File: src/rtl/i2cs_pkg.sv
package i2cs_pkg;

    localparam int CMD_W   = 16;
    localparam int STATE_W = 4;
    localparam int BYTE_W  = 8;
    localparam int STS_W   = 5;

    // command request bit positions
    localparam int C_ADDR  = 0;
    localparam int C_TX    = 1;
    localparam int C_RX    = 2;
    localparam int C_RXL   = 3;
    localparam int C_STOP  = 4;

    // status bit positions
    localparam int S_ACK   = 0;
    localparam int S_NAK   = 1;
    localparam int S_RXD   = 2;
    localparam int S_OK    = 3;
    localparam int S_BAD   = 4;

    typedef enum logic [STATE_W-1:0] {
        XS_IDLE   = 4'd0,
        XS_START  = 4'd1,
        XS_RSTART = 4'd2,
        XS_TXD    = 4'd3,
        XS_RXD    = 4'd4,
        XS_STOP   = 4'd5,
        XS_OPEN   = 4'd8
    } xfer_state_e;

    typedef enum logic [2:0] {
        OP_START = 3'd0,
        OP_SEND  = 3'd1,
        OP_RECV  = 3'd2,
        OP_NACK  = 3'd3,
        OP_STOP  = 3'd4
    } bus_op_e;

    typedef enum logic [2:0] {
        PH_IDLE,
        PH_PICK,
        PH_ADDR,
        PH_TX,
        PH_TXEND,
        PH_RX,
        PH_NACK,
        PH_STOP
    } phase_e;

    function automatic logic phase_uses_bus(phase_e p);
        return (p != PH_IDLE) && (p != PH_PICK);
    endfunction

    function automatic bus_op_e phase_to_op(phase_e p);
        case (p)
            PH_ADDR:  return OP_START;
            PH_TX:    return OP_SEND;
            PH_RX:    return OP_RECV;
            PH_NACK:  return OP_NACK;
            default:  return OP_STOP;
        endcase
    endfunction

endpackage

File: src/rtl/i2cs_phase_ctrl.sv
module i2cs_phase_ctrl
    import i2cs_pkg::*;
(
    input  logic              clk,
    input  logic              rst,
    input  logic              cmd_we,
    input  logic [CMD_W-1:0]  cmd_wdata,
    input  logic              buf_we,
    input  logic [BYTE_W-1:0] buf_wdata,
    input  logic              bus_done,
    input  logic              bus_nak,
    input  logic [BYTE_W-1:0] bus_rdata,
    input  logic              bus_err,
    output logic [CMD_W-1:0]  cmd_q,
    output xfer_state_e       xstate_q,
    output logic [BYTE_W-1:0] tx_q,
    output logic [BYTE_W-1:0] rx_q,
    output logic              busy,
    output logic              start_cmd,
    output logic              bus_req,
    output bus_op_e           bus_op,
    output logic [STS_W-1:0]  events
);

    phase_e ph_q;

    logic want_addr, want_tx, want_rx, want_stop;
    logic stray_stop;

    assign want_addr = cmd_q[C_ADDR];
    assign want_tx   = cmd_q[C_TX];
    assign want_rx   = cmd_q[C_RX] | cmd_q[C_RXL];
    assign want_stop = cmd_q[C_STOP];

    assign stray_stop = (ph_q == PH_PICK) && !want_addr && !want_tx && !want_rx
                        && want_stop && (xstate_q != XS_OPEN);

    assign busy      = (ph_q != PH_IDLE);
    assign start_cmd = cmd_we && (ph_q == PH_IDLE);
    assign bus_req   = phase_uses_bus(ph_q);
    assign bus_op    = phase_to_op(ph_q);

    always_comb begin
        events        = '0;
        events[S_ACK] = bus_done && !bus_nak && ((ph_q == PH_ADDR) || (ph_q == PH_TX));
        events[S_NAK] = bus_done &&  bus_nak && ((ph_q == PH_ADDR) || (ph_q == PH_TX));
        events[S_RXD] = bus_done && (ph_q == PH_RX);
        events[S_OK]  = bus_done && (ph_q == PH_STOP);
        events[S_BAD] = stray_stop;
    end

    always_ff @(posedge clk) begin
        if (rst) begin
            ph_q     <= PH_IDLE;
            cmd_q    <= '0;
            xstate_q <= XS_IDLE;
            tx_q     <= '0;
            rx_q     <= '0;
        end else begin
            if (buf_we && !busy) begin
                tx_q <= buf_wdata;
            end
            case (ph_q)
                PH_IDLE: begin
                    if (cmd_we) begin
                        cmd_q <= cmd_wdata;
                        ph_q  <= PH_PICK;
                    end
                end
                PH_PICK: begin
                    if (want_addr) begin
                        xstate_q <= (xstate_q == XS_OPEN) ? XS_RSTART : XS_START;
                        ph_q     <= PH_ADDR;
                    end else if (want_tx) begin
                        xstate_q <= XS_TXD;
                        ph_q     <= PH_TX;
                    end else if (want_rx) begin
                        xstate_q <= XS_RXD;
                        ph_q     <= PH_RX;
                    end else if (want_stop) begin
                        if (xstate_q == XS_OPEN) begin
                            xstate_q <= XS_STOP;
                            ph_q     <= PH_STOP;
                        end else begin
                            cmd_q[C_STOP] <= 1'b0;
                            xstate_q      <= XS_IDLE;
                            ph_q          <= PH_IDLE;
                        end
                    end else begin
                        ph_q <= PH_IDLE;
                    end
                end
                PH_ADDR: begin
                    if (bus_done) begin
                        cmd_q[C_ADDR] <= 1'b0;
                        cmd_q[C_TX]   <= 1'b0;
                        if (bus_nak) begin
                            cmd_q[C_RX]   <= 1'b0;
                            cmd_q[C_RXL]  <= 1'b0;
                            cmd_q[C_STOP] <= 1'b0;
                            ph_q          <= PH_IDLE;
                        end else begin
                            xstate_q <= XS_OPEN;
                            ph_q     <= PH_PICK;
                        end
                    end
                end
                PH_TX: begin
                    if (bus_done) begin
                        cmd_q[C_TX] <= 1'b0;
                        if (bus_nak) begin
                            ph_q <= PH_TXEND;
                        end else begin
                            xstate_q <= XS_OPEN;
                            ph_q     <= PH_PICK;
                        end
                    end
                end
                PH_TXEND: begin
                    if (bus_done) begin
                        xstate_q <= XS_OPEN;
                        ph_q     <= PH_PICK;
                    end
                end
                PH_RX: begin
                    if (bus_done) begin
                        rx_q <= bus_err ? {BYTE_W{1'b1}} : bus_rdata;
                        if (cmd_q[C_RXL]) begin
                            ph_q <= PH_NACK;
                        end else begin
                            cmd_q[C_RX] <= 1'b0;
                            xstate_q    <= XS_OPEN;
                            ph_q        <= PH_PICK;
                        end
                    end
                end
                PH_NACK: begin
                    if (bus_done) begin
                        cmd_q[C_RX]  <= 1'b0;
                        cmd_q[C_RXL] <= 1'b0;
                        xstate_q     <= XS_OPEN;
                        ph_q         <= PH_PICK;
                    end
                end
                PH_STOP: begin
                    if (bus_done) begin
                        cmd_q[C_STOP] <= 1'b0;
                        xstate_q      <= XS_IDLE;
                        ph_q          <= PH_IDLE;
                    end
                end
                default: ph_q <= PH_IDLE;
            endcase
        end
    end

endmodule

File: src/rtl/i2cs_status.sv
module i2cs_status
    import i2cs_pkg::*;
(
    input  logic             clk,
    input  logic             rst,
    input  logic             clr_all,
    input  logic             w1c_we,
    input  logic [STS_W-1:0] w1c_mask,
    input  logic [STS_W-1:0] events,
    input  logic [STS_W-1:0] irq_en,
    output logic [STS_W-1:0] sts_q,
    output logic             irq
);

    logic [STS_W-1:0] hit;

    for (genvar i = 0; i < STS_W; i++) begin : g_bit
        always_ff @(posedge clk) begin
            if (rst || clr_all) begin
                sts_q[i] <= 1'b0;
            end else if (events[i]) begin
                sts_q[i] <= 1'b1;
            end else if (w1c_we && w1c_mask[i]) begin
                sts_q[i] <= 1'b0;
            end
        end
        assign hit[i] = sts_q[i] & irq_en[i];
    end

    assign irq = |hit;

endmodule

File: src/rtl/i2c_cmd_seq.sv
module i2c_cmd_seq
    import i2cs_pkg::*;
(
    input  logic                     clk,
    input  logic                     rst,
    input  logic                     cmd_we,
    input  logic [CMD_W-1:0]         cmd_wdata,
    input  logic                     buf_we,
    input  logic [BYTE_W-1:0]        buf_wdata,
    input  logic                     sts_w1c_we,
    input  logic [STS_W-1:0]         sts_w1c_mask,
    input  logic [STS_W-1:0]         irq_en,
    output logic [STATE_W+CMD_W-1:0] cmd_reg,
    output logic [2*BYTE_W-1:0]      byte_buf,
    output logic [STS_W-1:0]         sts,
    output logic                     irq,
    output logic                     busy,
    output logic                     bus_req,
    output logic [2:0]               bus_op,
    output logic [BYTE_W-1:0]        bus_wdata,
    input  logic                     bus_done,
    input  logic                     bus_nak,
    input  logic [BYTE_W-1:0]        bus_rdata,
    input  logic                     bus_err
);

    logic [CMD_W-1:0]  cmd_q;
    xfer_state_e       xstate_q;
    logic [BYTE_W-1:0] tx_q;
    logic [BYTE_W-1:0] rx_q;
    logic [STS_W-1:0]  events;
    logic              start_cmd;
    bus_op_e           op_e;

    i2cs_phase_ctrl u_ctrl (
        .clk       (clk),
        .rst       (rst),
        .cmd_we    (cmd_we),
        .cmd_wdata (cmd_wdata),
        .buf_we    (buf_we),
        .buf_wdata (buf_wdata),
        .bus_done  (bus_done),
        .bus_nak   (bus_nak),
        .bus_rdata (bus_rdata),
        .bus_err   (bus_err),
        .cmd_q     (cmd_q),
        .xstate_q  (xstate_q),
        .tx_q      (tx_q),
        .rx_q      (rx_q),
        .busy      (busy),
        .start_cmd (start_cmd),
        .bus_req   (bus_req),
        .bus_op    (op_e),
        .events    (events)
    );

    i2cs_status u_sts (
        .clk      (clk),
        .rst      (rst),
        .clr_all  (start_cmd),
        .w1c_we   (sts_w1c_we),
        .w1c_mask (sts_w1c_mask),
        .events   (events),
        .irq_en   (irq_en),
        .sts_q    (sts),
        .irq      (irq)
    );

    assign cmd_reg   = {xstate_q, cmd_q};
    assign byte_buf  = {rx_q, tx_q};
    assign bus_op    = op_e;
    assign bus_wdata = tx_q;

endmodule

File: config.mk
export PLATFORM = sky130hd
export DESIGN_NAME = i2c_cmd_seq
export DESIGN_NICKNAME = d
export VERILOG_FILES = /design/src/rtl/i2cs_pkg.sv /design/src/rtl/i2cs_phase_ctrl.sv /design/src/rtl/i2cs_status.sv /design/src/rtl/i2c_cmd_seq.sv
export SDC_FILE = /design/constraint.sdc
export NUM_CORES = 1
export LEC_CHECK = 0
export BUFFER_PORTS_ARGS = -buffer_cell sky130_fd_sc_hd__buf_2
export CAP_MARGIN = 30
export CORE_MARGIN = 4
export CORE_UTILIZATION = 45
export CTS_CLUSTER_SIZE = 8
export DETAILED_ROUTE_END_ITERATION = 8
export PLACE_DENSITY_LB_ADDON = 0.05
export SLEW_MARGIN = 20
export SYNTH_ARGS = -nofsm -noshare
export SYNTH_HDL_FRONTEND = slang
export SYNTH_SLANG_ARGS = --single-unit
File: constraint.sdc
create_clock -name clk -period 2.5 [get_ports clk]
set_input_delay 0.5 -clock clk [delete_from_list [all_inputs] [get_ports clk]]
set_output_delay 0.5 -clock clk [all_outputs]
set_load 0.03 [all_outputs]
==> results_tabular.tex, run 1 <==
\begin{tabular}{lr}
\hline
Metric & Value \\
\hline
\multicolumn{2}{l}{\textbf{Detailed routing}} \\
\quad Initial detailed-routing violation count & just under 90 \\
\quad Ratio of routed vias to standard cells & 5.120 \\
\quad DR WL/cell & between 10 and 15 um \\
\quad Residual DRC & 0 \\
\quad Total vias in the final route & 2,217 \\
\quad First-pass detailed-route iteration total & 4 \\
\quad Final wirelength & around 5.6 mm \\
\quad Routed Antenna Nets & 0 \\
\multicolumn{2}{l}{\textbf{Cells and area}} \\
\quad Antenna fix cells & 0 \\
\quad Total number of nets in the final design & 416 \\
\quad Fill count & a little under 500 \\
\quad Leading cell types in the layout, fill and taps excluded & sky130\_fd\_sc\_hd\_\_buf\_2, sky130\_fd\_sc\_hd\_\_nand2\_1, sky130\_fd\_sc\_hd\_\_dfxtp\_1, sky130\_fd\_sc\_hd\_\_a21oi\_1, sky130\_fd\_sc\_hd\_\_nor2\_1 \\
\quad Leading cell type in the layout, fill and taps excluded & sky130\_fd\_sc\_hd\_\_buf\_2 \\
\quad Layout overhead on the synthesized area & 24.93\% \\
\quad Layout cells sized above 1 & 0.3361 \\
\quad Storage element area & roughly 880 um\^{}2 \\
\quad Core occupancy in the finished layout & 0.5841 \\
\quad Footprint of the multi-input gates & about 1100 um\^{}2 \\
\multicolumn{2}{l}{\textbf{Global routing}} \\
\quad Global-route met3 utilization & 0.04817 \\
\quad Via count of the first global-routing pass & between 2,000 and 2,500 \\
\quad Global-route wire length before repair & 9.466 mm \\
\quad Antenna violations before repair & 0 \\
\quad Overflow after GRT & 0 \\
\quad Largest net degree at the start of global routing & 39 \\
\quad Global-route total usage across every layer & 0.1892 \\
\quad GRT busiest layer & met2 \\
\quad Met2 layer usage reported by global route & 0.2937 \\
\quad Met1 track demand over resource in global routing & 0.2624 \\
\multicolumn{2}{l}{\textbf{Synthesis}} \\
\quad \#FFs+latches synth & between 40 and 50 \\
\quad Number of distinct library cell variants in the gate-level netlist after synthesis & 54 \\
\quad Post-Syn Instances & 281 \\
\quad Async set or reset register ratio after synthesis & 0 \\
\quad Number of flops mapped to enable cells by yosys & 0 \\
\quad Primary flip-flop cell chosen by synthesis mapping & sky130\_fd\_sc\_hd\_\_dfxtp\_1 \\
\quad Leading post-synthesis cells by cell area & sky130\_fd\_sc\_hd\_\_dfxtp\_1, sky130\_fd\_sc\_hd\_\_nand2\_1, sky130\_fd\_sc\_hd\_\_a21oi\_1 \\
\quad Mean instance size in the synthesized netlist & just under 8 um\^{}2 \\
\quad Post-Syn Nets & around 330 \\
\quad Sequential cell area fraction in the yosys report & 0.3989 \\
\quad Post-Syn Area & 2208 um\^{}2 \\
\quad Yosys top cell by area & sky130\_fd\_sc\_hd\_\_dfxtp\_1 \\
\quad Yosys Warn Count & 0 \\
\quad Synth top area share & 0.3989 \\
\multicolumn{2}{l}{\textbf{STA}} \\
\quad Worst slew margin relative to its limit & 0.4277 \\
\quad Count of endpoints failing hold in the final timing report & 0 \\
\quad Unrepaired setup endpoints after global routing & false \\
\quad Minimum clock period & around 2300 ps \\
\quad Max-slew violation total from the final report & 0 \\
\quad Maximum clock skew at final layout & between 3 and 4 ps \\
\quad Final worst path period share & 0.9388 \\
\quad Sum Neg Setup Slack & 0 ps \\
\quad Final-report setup violation count & 0 \\
\quad Achievable Freq & 426.1 MHz \\
\quad Slew of the pin with the lowest slew margin & approximately 860 ps \\
\multicolumn{2}{l}{\textbf{Power}} \\
\quad LEAKAGE & 0.001269 uW \\
\quad Power per cell area & between 500 and 600 nW/um\^{}2 \\
\quad Internal power & 1038 uW \\
\quad Share of total power in sequential cells & 0.508 \\
\quad Peak supply drop & roughly 0.29 mV \\
\quad Net switching component of the power & roughly 480 uW \\
\quad Clock power frac & 0.277 \\
\quad Switching portion of total power & 0.3160 \\
\quad Fraction of power consumed by combinational cells & 0.215 \\
\multicolumn{2}{l}{\textbf{Worst setup path}} \\
\quad Arrival @ worst endpoint & about 1900 ps \\
\quad Cell family with the largest share of critical-path delay & flip-flops \\
\quad Library cell contributing the largest single delay on the critical path & sky130\_fd\_sc\_hd\_\_dfxtp\_1 \\
\quad Largest stage delay on the critical path & about 890 ps \\
\quad Critical path buffer and inverter count & 1 \\
\quad Endpoint kind of the worst setup timing path & output port \\
\quad Category of the worst setup path launch point & register \\
\quad Critical path type & reg -> out \\
\quad Worst path cell trace & nand2b\_1 > a21boi\_0 > buf\_2 \\
\quad Data required time of the worst path & 2000 ps \\
\quad Crit-path max FO & 28 \\
\multicolumn{2}{l}{\textbf{Clocking}} \\
\quad Max Buffers Root-to-Sink & 2 \\
\quad Clock insertion delay at the later pin of the skew report & just under 300 ps \\
\quad Setup fix buffers added after clock tree synthesis & 0 \\
\quad \# hold bufs at CTS & 0 \\
\quad Deepest level of the CTS H-tree & 2 \\
\quad Quantity of gates resized following cts & 0 \\
\quad Clock transition at path regs & 80 ps \\
\quad CTS tree & yes \\
\quad Total number of clock tree sinks & 44 \\
\quad CTS Buf Count & 5 \\
\quad Clock root buffer & sky130\_fd\_sc\_hd\_\_clkbuf\_8 \\
\multicolumn{2}{l}{\textbf{Placement}} \\
\quad DP Wirelength & 4.167 mm \\
\quad Global placement routability congestion & 0.8587 \\
\quad I/O Buffers & about 100 \\
\multicolumn{2}{l}{\textbf{Floorplan}} \\
\quad Die outline height & a little under 80 um \\
\quad Overall die width & roughly 78 um \\
\quad Core footprint & around 4700 um\^{}2 \\
\quad I/O pin total & about 110 \\
\quad Die area & just over 6000 um\^{}2 \\
\quad Count of standard-cell rows & 25 \\
\quad Starting density of the core & 0.4675 \\
\multicolumn{2}{l}{\textbf{Hold path}} \\
\quad Worst Hold Class & in -> reg \\
\multicolumn{2}{l}{\textbf{Status}} \\
\quad Status & completed \\
\multicolumn{2}{l}{\textbf{Job}} \\
\quad Number of max-cap violations & 0 \\
\hline
\end{tabular}
-- kinds of logic (layout without fill, tap and decap cells) --
kind of cell    Yosys count  in the layout  synth area share
flops                    44             44            0.3989
mux                       4              4           0.01870
simple gates            120            120            0.2589
buf+inv                  35            120           0.08328
compound gates           76             76            0.2323
xor+xnor                  2              2          0.007933
-- synth_stat cells, types with 3 or more instances --
master	n
sky130_fd_sc_hd__o21ai_0	3
sky130_fd_sc_hd__a31oi_1	3
sky130_fd_sc_hd__a211oi_1	10
sky130_fd_sc_hd__o21a_1	3
sky130_fd_sc_hd__mux2i_1	3
sky130_fd_sc_hd__dfxtp_1	44
sky130_fd_sc_hd__buf_4	9
sky130_fd_sc_hd__buf_2	9
sky130_fd_sc_hd__a21oi_1	30
sky130_fd_sc_hd__nor2b_1	4
sky130_fd_sc_hd__clkbuf_1	9
sky130_fd_sc_hd__a311oi_1	3
sky130_fd_sc_hd__nor2_1	27
sky130_fd_sc_hd__inv_1	5
sky130_fd_sc_hd__and2_1	4
sky130_fd_sc_hd__nor3_1	6
sky130_fd_sc_hd__a22oi_1	3
sky130_fd_sc_hd__nand2_1	61
-- final timing paths --
| path | start | endpoint | slack (ps) | depth (start not counted) |
|---|---|---|---|---|
| worst max-delay path | u_ctrl.ph_q[1] | bus_op[1] | 150 | 3 |
| worst min-delay path | buf_wdata[5] | u_ctrl.tx_q[5] | 440 | 3 |
| worst max register to register | u_ctrl.ph_q[0] | u_ctrl.ph_q[2] | 540 | 4 |
| worst min register to register | u_ctrl.cmd_q[10] | u_ctrl.cmd_q[10] | 450 | 2 |
-- worst min-delay path: stages --
cell and delay (ps):
sky130_fd_sc_hd__buf_2 90, sky130_fd_sc_hd__nand2_1 40, sky130_fd_sc_hd__a21oi_1 50
-- sequential cells by signal, indices dropped and copies added (netlist names) --
| signal | cells |
|---|---|
| u_sts.sts_q | 5 |
| u_ctrl.tx_q | 8 |
| u_ctrl.xstate_q | 4 |
| u_ctrl.ph_q | 3 |
| u_ctrl.rx_q | 8 |
| u_ctrl.cmd_q | 16 |
-- final cells by class --
| type | count | area share |
|---|---|---|
| multi-input cells | 202 | 0.4145 |
| flip-flops and latches | 44 | 0.3193 |
| repair buffers | 108 | 0.1995 |
| well taps | 67 | 0.03039 |
| clock buffers | 5 | 0.02494 |
| inverters | 5 | 0.006803 |
| clock inverters | 2 | 0.004535 |
-- routing by layer --
layer,routed length (um),share of wire
met5,0,0
met4,56,0.0099
met3,483,0.086
met2,2492,0.44
met1,2600,0.46
-- power by group through the flow --
stage | combinational [uW] | sequential (uW) | clock (uW)
floorplan | 184 | 831 | 0
finish | 326 | 771 | 421
global route | 359 | 778 | 467
global placement | 326 | 787 | 0
detailed placement | 327 | 788 | 0
CTS | 328 | 771 | 438
-- through the flow --
| stage | setup slack (ps) | total power, uW | hold WS (ps) | cells | area [um^2] |
|---|---|---|---|---|---|
| 4_1_cts | 169.0 | 1538 | 428.7 | 433 | 2759 |
| 6_report | 152.9 | 1518 | 436.1 | 433 | 2759 |
| 5_1_grt | 29.45 | 1604 | 432.9 | 433 | 2759 |
| 2_1_floorplan | 311.7 | 1016 | 580.4 | 281 | 2208 |
| 3_3_place_gp | 586.3 | 1113 | 438.8 | 426 | 2678 |
| 3_5_place_dp | 500.4 | 1115 | 443.0 | 426 | 2678 |
(Power assumes the default switching activity.)
==> run 2, diff against run 1 <==
- SKIP_CTS_REPAIR_TIMING: default -> 1
- clock period: 2.5 -> 2.9 ns (I/O delays scaled with it)
==> run 2 against run 1 <==
Net effect: total power shrank 5.2%; global-route usage shrank 0.83 points; sequential share of layout area shrank 0.29 points; critical path depth is the same; wire length grew 0.96%; utilization grew 0.53 points; final area grew 0.91%; non-clock buffer count shrank 2; count of clock-buffer cells in the layout grew 1; critical path type unchanged; highest routed layer unchanged.
==> results_tabular.tex, run 2 (synthesis gave the netlist of run 1 again) <==
\begin{tabular}{lr}
\hline
Metric & Value \\
\hline
\multicolumn{2}{l}{\textbf{Cells and area}} \\
\quad Flip-flop count of the largest register, all copies and words added & 16 \\
\quad Biggest register & u\_ctrl.cmd\_q \\
\quad Layout cells sized above 1 & 0.3342 \\
\quad Leading cell types in the layout, fill and taps excluded & sky130\_fd\_sc\_hd\_\_buf\_2, sky130\_fd\_sc\_hd\_\_nand2\_1, sky130\_fd\_sc\_hd\_\_dfxtp\_1, sky130\_fd\_sc\_hd\_\_a21oi\_1, sky130\_fd\_sc\_hd\_\_nor2\_1 \\
\quad Total number of nets in the final design & 414 \\
\quad Antenna fix cells & 0 \\
\quad Leading cell type in the layout, fill and taps excluded & sky130\_fd\_sc\_hd\_\_buf\_2 \\
\quad Layout overhead on the synthesized area & 26.06\% \\
\quad Registers with the most flip-flops & u\_ctrl.cmd\_q: 16 flops, u\_ctrl.rx\_q: 8 flops, u\_ctrl.tx\_q: 8 flops \\
\multicolumn{2}{l}{\textbf{Clocking}} \\
\quad CTS tree & yes \\
\quad Clock transition at path regs & around 80 ps \\
\quad Total number of clock tree sinks & between 40 and 50 \\
\quad CTS Buf Count & 5 \\
\quad Clock insertion delay at the later pin of the skew report & approximately 300 ps \\
\quad Clock root buffer & sky130\_fd\_sc\_hd\_\_clkbuf\_8 \\
\quad Max Buffers Root-to-Sink & 2 \\
\quad Deepest level of the CTS H-tree & 2 \\
\multicolumn{2}{l}{\textbf{Floorplan}} \\
\quad I/O pin total & between 100 and 150 \\
\quad Core footprint & approximately 4700 um\^{}2 \\
\quad Die outline height & slightly below 80 um \\
\quad Starting density of the core & 0.4675 \\
\quad Die area & roughly 6100 um\^{}2 \\
\quad Count of standard-cell rows & 25 \\
\quad Overall die width & 78.06 um \\
\multicolumn{2}{l}{\textbf{Worst setup path}} \\
\quad Reg-to-reg setup timing slack & about 800 ps \\
\quad Cell family with the largest share of critical-path delay & flip-flops \\
\quad Data required time of the worst path & $\sim$2300 ps \\
\quad Endpoint kind of the worst setup timing path & output port \\
\quad Critical path buffer and inverter count & 2 \\
\quad Critical path type & reg -> out \\
\quad Worst reg2reg path startpoint & u\_ctrl.ph\_q[1] \\
\quad Critical path depth & 3 \\
\quad Launch point of the worst path & u\_ctrl.ph\_q[2] \\
\quad Library cell contributing the largest single delay on the critical path & sky130\_fd\_sc\_hd\_\_dfxtp\_1 \\
\quad Arrival @ worst endpoint & around 1800 ps \\
\quad Crit-path max FO & 27 \\
\quad Category of the worst setup path launch point & register \\
\quad Count of cells along the worst register-to-register path & 4 \\
\quad Largest stage delay on the critical path & 910 ps \\
\quad Critical Path Sink & bus\_req \\
\quad Worst path cell trace & nor2\_1 > inv\_1 > buf\_2 \\
\quad Capture instance of the worst register-to-register path & u\_ctrl.cmd\_q[2] \\
\multicolumn{2}{l}{\textbf{Detailed routing}} \\
\quad DR WL/cell & 13.16 um \\
\quad Residual DRC & 0 \\
\quad Ratio of routed vias to standard cells & 5.192 \\
\quad Routed Antenna Nets & 0 \\
\quad Final wirelength & 5.687 mm \\
\quad First-pass detailed-route iteration total & 4 \\
\quad Total vias in the final route & $\sim$2,200 \\
\quad Initial detailed-routing violation count & between 60 and 70 \\
\multicolumn{2}{l}{\textbf{Hold path}} \\
\quad Depth of the worst hold-timing path & 2 \\
\quad Worst Hold Class & reg -> reg \\
\multicolumn{2}{l}{\textbf{STA}} \\
\quad Achievable Freq & just over 400 MHz \\
\quad Count of endpoints failing hold in the final timing report & 0 \\
\quad Final-report setup violation count & 0 \\
\quad Setup ws final & 481.0 ps \\
\quad Max-slew violation total from the final report & 0 \\
\quad Minimum clock period & roughly 2400 ps \\
\quad Worst Hold Slack & 453.4 ps \\
\quad Sum Neg Setup Slack & 0 ps \\
\quad Slew of the pin with the lowest slew margin & 890.3 ps \\
\quad Unrepaired setup endpoints after global routing & false \\
\quad Worst slew margin relative to its limit & 0.4057 \\
\quad Final worst path period share & 0.8341 \\
\quad Maximum clock skew at final layout & $\sim$11 ps \\
\multicolumn{2}{l}{\textbf{Placement}} \\
\quad DP Wirelength & just over 4 mm \\
\quad Global placement routability congestion & $\sim$0.9 \\
\quad Worst slack at placement & about 840 ps \\
\quad I/O Buffers & between 100 and 150 \\
\multicolumn{2}{l}{\textbf{Global routing}} \\
\quad Global-route total usage across every layer & 0.1809 \\
\quad Overflow after GRT & 0 \\
\quad Antenna violations before repair & 0 \\
\quad Global-route wire length before repair & $\sim$9 mm \\
\quad Via count of the first global-routing pass & a little under 2,000 \\
\quad Largest net degree at the start of global routing & 38 \\
\multicolumn{2}{l}{\textbf{Power}} \\
\quad LEAKAGE & 0.001280 uW \\
\quad Power per cell area & approximately 520 nW/um\^{}2 \\
\quad Peak supply drop & between 0.2 and 0.3 mV \\
\multicolumn{2}{l}{\textbf{Job}} \\
\quad Number of max-cap violations & 0 \\
\multicolumn{2}{l}{\textbf{Status}} \\
\quad Status & completed \\
\hline
\end{tabular}
==> run 2: worst min-delay path, stage by stage, from the launching register on <==
cell and delay (ps):
sky130_fd_sc_hd__dfxtp_1 310, sky130_fd_sc_hd__nand2_1 50, sky130_fd_sc_hd__a21oi_1 50
==> run 2: per-layer routing <==
metal | up-vias | global-route usage | wire, um
li1 | 1134 | - | -
met2 | 90 | 0.2851 | 2498
met1 | 1012 | 0.2455 | 2685
met3 | 7 | 0.03784 | 432
met4 | 0 | 0.06294 | 70
met5 | - | 0 | 0
==> run 2: power by group <==
part	leakage [uW]	internal (uW)	switching [uW]	total, uW
registers	0.000359	631	30.0	661
clock network	0.0000614	282	210	492
logic	0.000860	101	185	286
total	0.00128	1010	425	1440
==> run 2: metrics by stage <==
| stage | power [uW] | std cells | utilization | instance area (um^2) |
|---|---|---|---|---|
| 2_1_floorplan | 875.8 | 281 | - | 2208 |
| 3_3_place_gp | 960.5 | 424 | 0.5637 | 2663 |
| 3_5_place_dp | 961.8 | 424 | 0.5637 | 2663 |
| 4_1_cts | 1453 | 432 | 0.5894 | 2784 |
| 5_1_grt | 1505 | 432 | 0.5894 | 2784 |
| 6_report | 1439 | 432 | 0.5894 | 2784 |
==> run 2: worst min-delay path by stage <==
stage,from,to,slack [ps]
global placement,u_ctrl.cmd_q[10],u_ctrl.cmd_q[10],440
CTS,u_ctrl.cmd_q[11],u_ctrl.cmd_q[11],460
global route,u_ctrl.cmd_q[9],u_ctrl.cmd_q[9],480
detailed placement,u_ctrl.cmd_q[11],u_ctrl.cmd_q[11],440
finish,u_ctrl.cmd_q[11],u_ctrl.cmd_q[11],450
floorplan,u_ctrl.cmd_q[8],u_ctrl.cmd_q[8],580
==> run 2: final cells by class <==
class | count | area, um^2
clock buffers | 6 | 82.58
clock inverters | 2 | 38.79
fillers | 475 | 1939
inverters | 5 | 18.77
multi-input cells | 202 | 1144
flip-flops and latches | 44 | 880.8
well taps | 67 | 83.83
repair buffers | 106 | 535.5
==> run 3, diff against run 2 <==
- ABC_AREA: default -> 1
- clock period: 2.9 -> 2.3 ns (I/O delays scaled with it)
==> run 3 against run 2 <==
Net effect: non-clock buffer count is 1 lower; final cell count is 13% higher; synthesized area is 0.51% higher; combinational power grew to 2.8 times the previous value; sequential share of layout area is 0.30 points lower; synthesized cell count is 17% higher; first-iteration DRC count is 20% higher; final area is 0.94% higher; die area is 0.45% higher; global-route usage is 1.9 points higher; highest routed layer unchanged.
==> results_tabular.tex, run 3 <==
\begin{tabular}{lr}
\hline
Metric & Value \\
\hline
\multicolumn{2}{l}{\textbf{STA}} \\
\quad Final worst path period share & 0.8892 \\
\quad Max-slew violation total from the final report & 0 \\
\quad Final-report setup violation count & 0 \\
\quad Worst slew margin relative to its limit & 0.6529 \\
\quad Achievable Freq & 489.0 MHz \\
\quad Setup ws final & approximately 250 ps \\
\quad Count of endpoints failing hold in the final timing report & 0 \\
\quad Unrepaired setup endpoints after global routing & false \\
\quad Sum Neg Setup Slack & 0 ps \\
\quad Slew of the pin with the lowest slew margin & between 500 and 600 ps \\
\quad Maximum clock skew at final layout & approximately 6.5 ps \\
\quad Minimum clock period & 2045 ps \\
\multicolumn{2}{l}{\textbf{Hold path}} \\
\quad Hold Startpoint & cmd\_wdata[0] \\
\quad Worst Hold Class & in -> reg \\
\multicolumn{2}{l}{\textbf{Floorplan}} \\
\quad I/O pin total & 105 \\
\quad Count of standard-cell rows & 25 \\
\quad Core footprint & around 4800 um\^{}2 \\
\quad Overall die width & 78.23 um \\
\quad Die outline height & about 78 um \\
\quad Starting density of the core & 0.4668 \\
\quad Die area & between 6000 and 7000 um\^{}2 \\
\multicolumn{2}{l}{\textbf{Cells and area}} \\
\quad Registers with the most flip-flops & u\_ctrl.cmd\_q: 16 flops, u\_ctrl.rx\_q: 8 flops, u\_ctrl.tx\_q: 8 flops \\
\quad Layout overhead on the synthesized area & 26.61\% \\
\quad Fill count & 515 \\
\quad Leading cell type in the layout, fill and taps excluded & sky130\_fd\_sc\_hd\_\_nand2\_1 \\
\quad Layout cells sized above 1 & 0.3040 \\
\quad Antenna fix cells & 0 \\
\quad Leading cell types in the layout, fill and taps excluded & sky130\_fd\_sc\_hd\_\_nand2\_1, sky130\_fd\_sc\_hd\_\_buf\_2, sky130\_fd\_sc\_hd\_\_dfxtp\_1, sky130\_fd\_sc\_hd\_\_a21oi\_1, sky130\_fd\_sc\_hd\_\_nor2\_1 \\
\quad Biggest register & u\_ctrl.cmd\_q \\
\quad Flip-flop count of the largest register, all copies and words added & 16 \\
\quad Total number of nets in the final design & 470 \\
\quad Core occupancy in the finished layout & 0.5911 \\
\multicolumn{2}{l}{\textbf{Power}} \\
\quad LEAKAGE & between 0.001 and 0.0015 uW \\
\quad Internal power & 1442 uW \\
\quad Power per cell area & $\sim$840 nW/um\^{}2 \\
\quad Fraction of power consumed by combinational cells & 0.344 \\
\quad Net switching component of the power & 921.7 uW \\
\quad Peak supply drop & slightly below 0.4 mV \\
\quad Share of total power in sequential cells & 0.390 \\
\quad Switching portion of total power & 0.3899 \\
\quad Clock power frac & 0.266 \\
\multicolumn{2}{l}{\textbf{Detailed routing}} \\
\quad Ratio of routed vias to standard cells & roughly 4.9 \\
\quad Total vias in the final route & around 2,400 \\
\quad Final wirelength & between 6 and 7 mm \\
\quad DR WL/cell & 12.66 um \\
\quad Residual DRC & 0 \\
\quad Initial detailed-routing violation count & between 70 and 80 \\
\quad Routed Antenna Nets & 0 \\
\quad First-pass detailed-route iteration total & 4 \\
\multicolumn{2}{l}{\textbf{Global routing}} \\
\quad Global-route wire length before repair & 9.922 mm \\
\quad Via count of the first global-routing pass & approximately 2,200 \\
\quad Global-route total usage across every layer & 0.1998 \\
\quad Antenna violations before repair & 0 \\
\quad Overflow after GRT & 0 \\
\quad Largest net degree at the start of global routing & 37 \\
\multicolumn{2}{l}{\textbf{Synthesis}} \\
\quad Async set or reset register ratio after synthesis & 0 \\
\quad Synth top area share & 0.3968 \\
\quad Most used standard cell by instance count after synthesis & sky130\_fd\_sc\_hd\_\_nand2\_1 \\
\quad Yosys Warn Count & 0 \\
\quad Number of distinct library cell variants in the gate-level netlist after synthesis & 26 \\
\quad Post-Syn Nets & roughly 380 \\
\quad Sequential cell area fraction in the yosys report & 0.3968 \\
\quad Primary flip-flop cell chosen by synthesis mapping & sky130\_fd\_sc\_hd\_\_dfxtp\_1 \\
\quad Yosys top cell by area & sky130\_fd\_sc\_hd\_\_dfxtp\_1 \\
\quad Number of flops mapped to enable cells by yosys & 0 \\
\quad Post-Syn Area & between 2000 and 2500 um\^{}2 \\
\quad Mean instance size in the synthesized netlist & around 6.7 um\^{}2 \\
\quad Synth top cells by count & sky130\_fd\_sc\_hd\_\_nand2\_1, sky130\_fd\_sc\_hd\_\_dfxtp\_1, sky130\_fd\_sc\_hd\_\_a21oi\_1, sky130\_fd\_sc\_hd\_\_nor2\_1, sky130\_fd\_sc\_hd\_\_nand3\_1 \\
\quad Leading post-synthesis cells by cell area & sky130\_fd\_sc\_hd\_\_dfxtp\_1, sky130\_fd\_sc\_hd\_\_nand2\_1, sky130\_fd\_sc\_hd\_\_a21oi\_1 \\
\quad \#FFs+latches synth & 44 \\
\quad Post-Syn Instances & 329 \\
\multicolumn{2}{l}{\textbf{Worst setup path}} \\
\quad Most used cell, CP & sky130\_fd\_sc\_hd\_\_nand2\_1 \\
\quad Category of the worst setup path launch point & register \\
\quad Worst path cell trace & inv\_4 > nor2\_2 > nand2\_1 > nand2\_1 > nor2\_1 > buf\_2 \\
\quad Crit-path max FO & 11 \\
\quad Largest stage delay on the critical path & 590 ps \\
\quad Critical path type & reg -> out \\
\quad Launch point of the worst path & u\_ctrl.ph\_q[1] \\
\quad Cell family with the largest share of critical-path delay & flip-flops \\
\quad Critical path buffer and inverter count & 2 \\
\quad Library cell contributing the largest single delay on the critical path & sky130\_fd\_sc\_hd\_\_dfxtp\_1 \\
\quad Endpoint kind of the worst setup timing path & output port \\
\quad Worst reg2reg path startpoint & u\_ctrl.ph\_q[0] \\
\quad Arrival @ worst endpoint & around 1600 ps \\
\quad Data required time of the worst path & roughly 1800 ps \\
\multicolumn{2}{l}{\textbf{Placement}} \\
\quad Global placement routability congestion & $\sim$0.9 \\
\quad I/O Buffers & 104 \\
\quad Worst slack at placement & between 600 and 700 ps \\
\quad DP Wirelength & between 4 and 5 mm \\
\multicolumn{2}{l}{\textbf{Job}} \\
\quad Number of max-cap violations & 0 \\
\multicolumn{2}{l}{\textbf{Clocking}} \\
\quad Max Buffers Root-to-Sink & 2 \\
\quad Clock root buffer & sky130\_fd\_sc\_hd\_\_clkbuf\_8 \\
\quad Clock insertion delay at the later pin of the skew report & $\sim$300 ps \\
\quad Clock transition at path regs & 80 ps \\
\quad Deepest level of the CTS H-tree & 2 \\
\quad Total number of clock tree sinks & 44 \\
\quad CTS Buf Count & 5 \\
\quad CTS tree & yes \\
\multicolumn{2}{l}{\textbf{Status}} \\
\quad Status & completed \\
\hline
\end{tabular}
## run 3: cell count changes in the layout (fill, tap and decap cells not counted), sizes merged, moves of 4 or more
cell / delta
a21oi: +12
nand3: +25
o21ai: +6
o211ai: +6
inv: +17
a211oi: -10
nand2: +49
nor2: +11
nor2b: -4
nor3: -4
## run 3: worst paths after layout
check | to | slack (ps) | cells after the start
setup / recovery | bus_op[2] | 250 | 6
hold / removal | u_ctrl.cmd_q[0] | 400 | 3
setup reg to reg | u_ctrl.cmd_q[2] | 620 | 7
hold reg to reg | u_ctrl.cmd_q[13] | 470 | 2
## run 3: cell families after synthesis
| group | Yosys count | share of synthesized area |
|---|---|---|
| compound gates | 62 | 0.1522 |
| buf+inv | 44 | 0.1048 |
| simple gates | 179 | 0.3461 |
| flops | 44 | 0.3968 |
## run 3: area by class of cell
cell class | instances | area (um^2) | share of cell area
clock buffers | 6 | 82.58 | 0.02939
clock inverters | 2 | 38.79 | 0.01380
inverters | 23 | 90.09 | 0.03206
multi-input cells | 241 | 1106 | 0.3936
flip-flops and latches | 44 | 880.8 | 0.3134
well taps | 67 | 83.83 | 0.02983
repair buffers | 105 | 528.0 | 0.1879
## run 3: per-layer routing
| layer | wire length [um] | global-route usage |
|---|---|---|
| met1 | 2778 | 0.2520 |
| met2 | 2935 | 0.3365 |
| met3 | 402 | 0.04472 |
| met4 | 62 | 0.06818 |
| met5 | 0 | 0 |
## run 3: power groups by stage
stage	sequential [uW]	clock, uW	combinational (uW)
2_1_floorplan	1050	0	507
6_report	921	629	814
5_1_grt	937	671	897
3_5_place_dp	939	0	819
3_3_place_gp	939	0	814
4_1_cts	922	647	822
## run 3: through the flow
step / hold WS (ps) / instances / total power [uW] / cell area [um^2]
detailed placement: 453.2 / 480 / 1759 / 2689
CTS: 391.3 / 488 / 2391 / 2810
global placement: 449.3 / 480 / 1753 / 2689
finish: 396.4 / 488 / 2364 / 2810
floorplan: 589.5 / 329 / 1558 / 2220
global route: 394.1 / 488 / 2505 / 2810
## run 3: tightest hold or removal path: cells and delay by family
family	cells	cell delay, ps
and+or+nand+nor	1	60
AOI/OAI and AO/OA	1	60
buffers and inverters	1	80
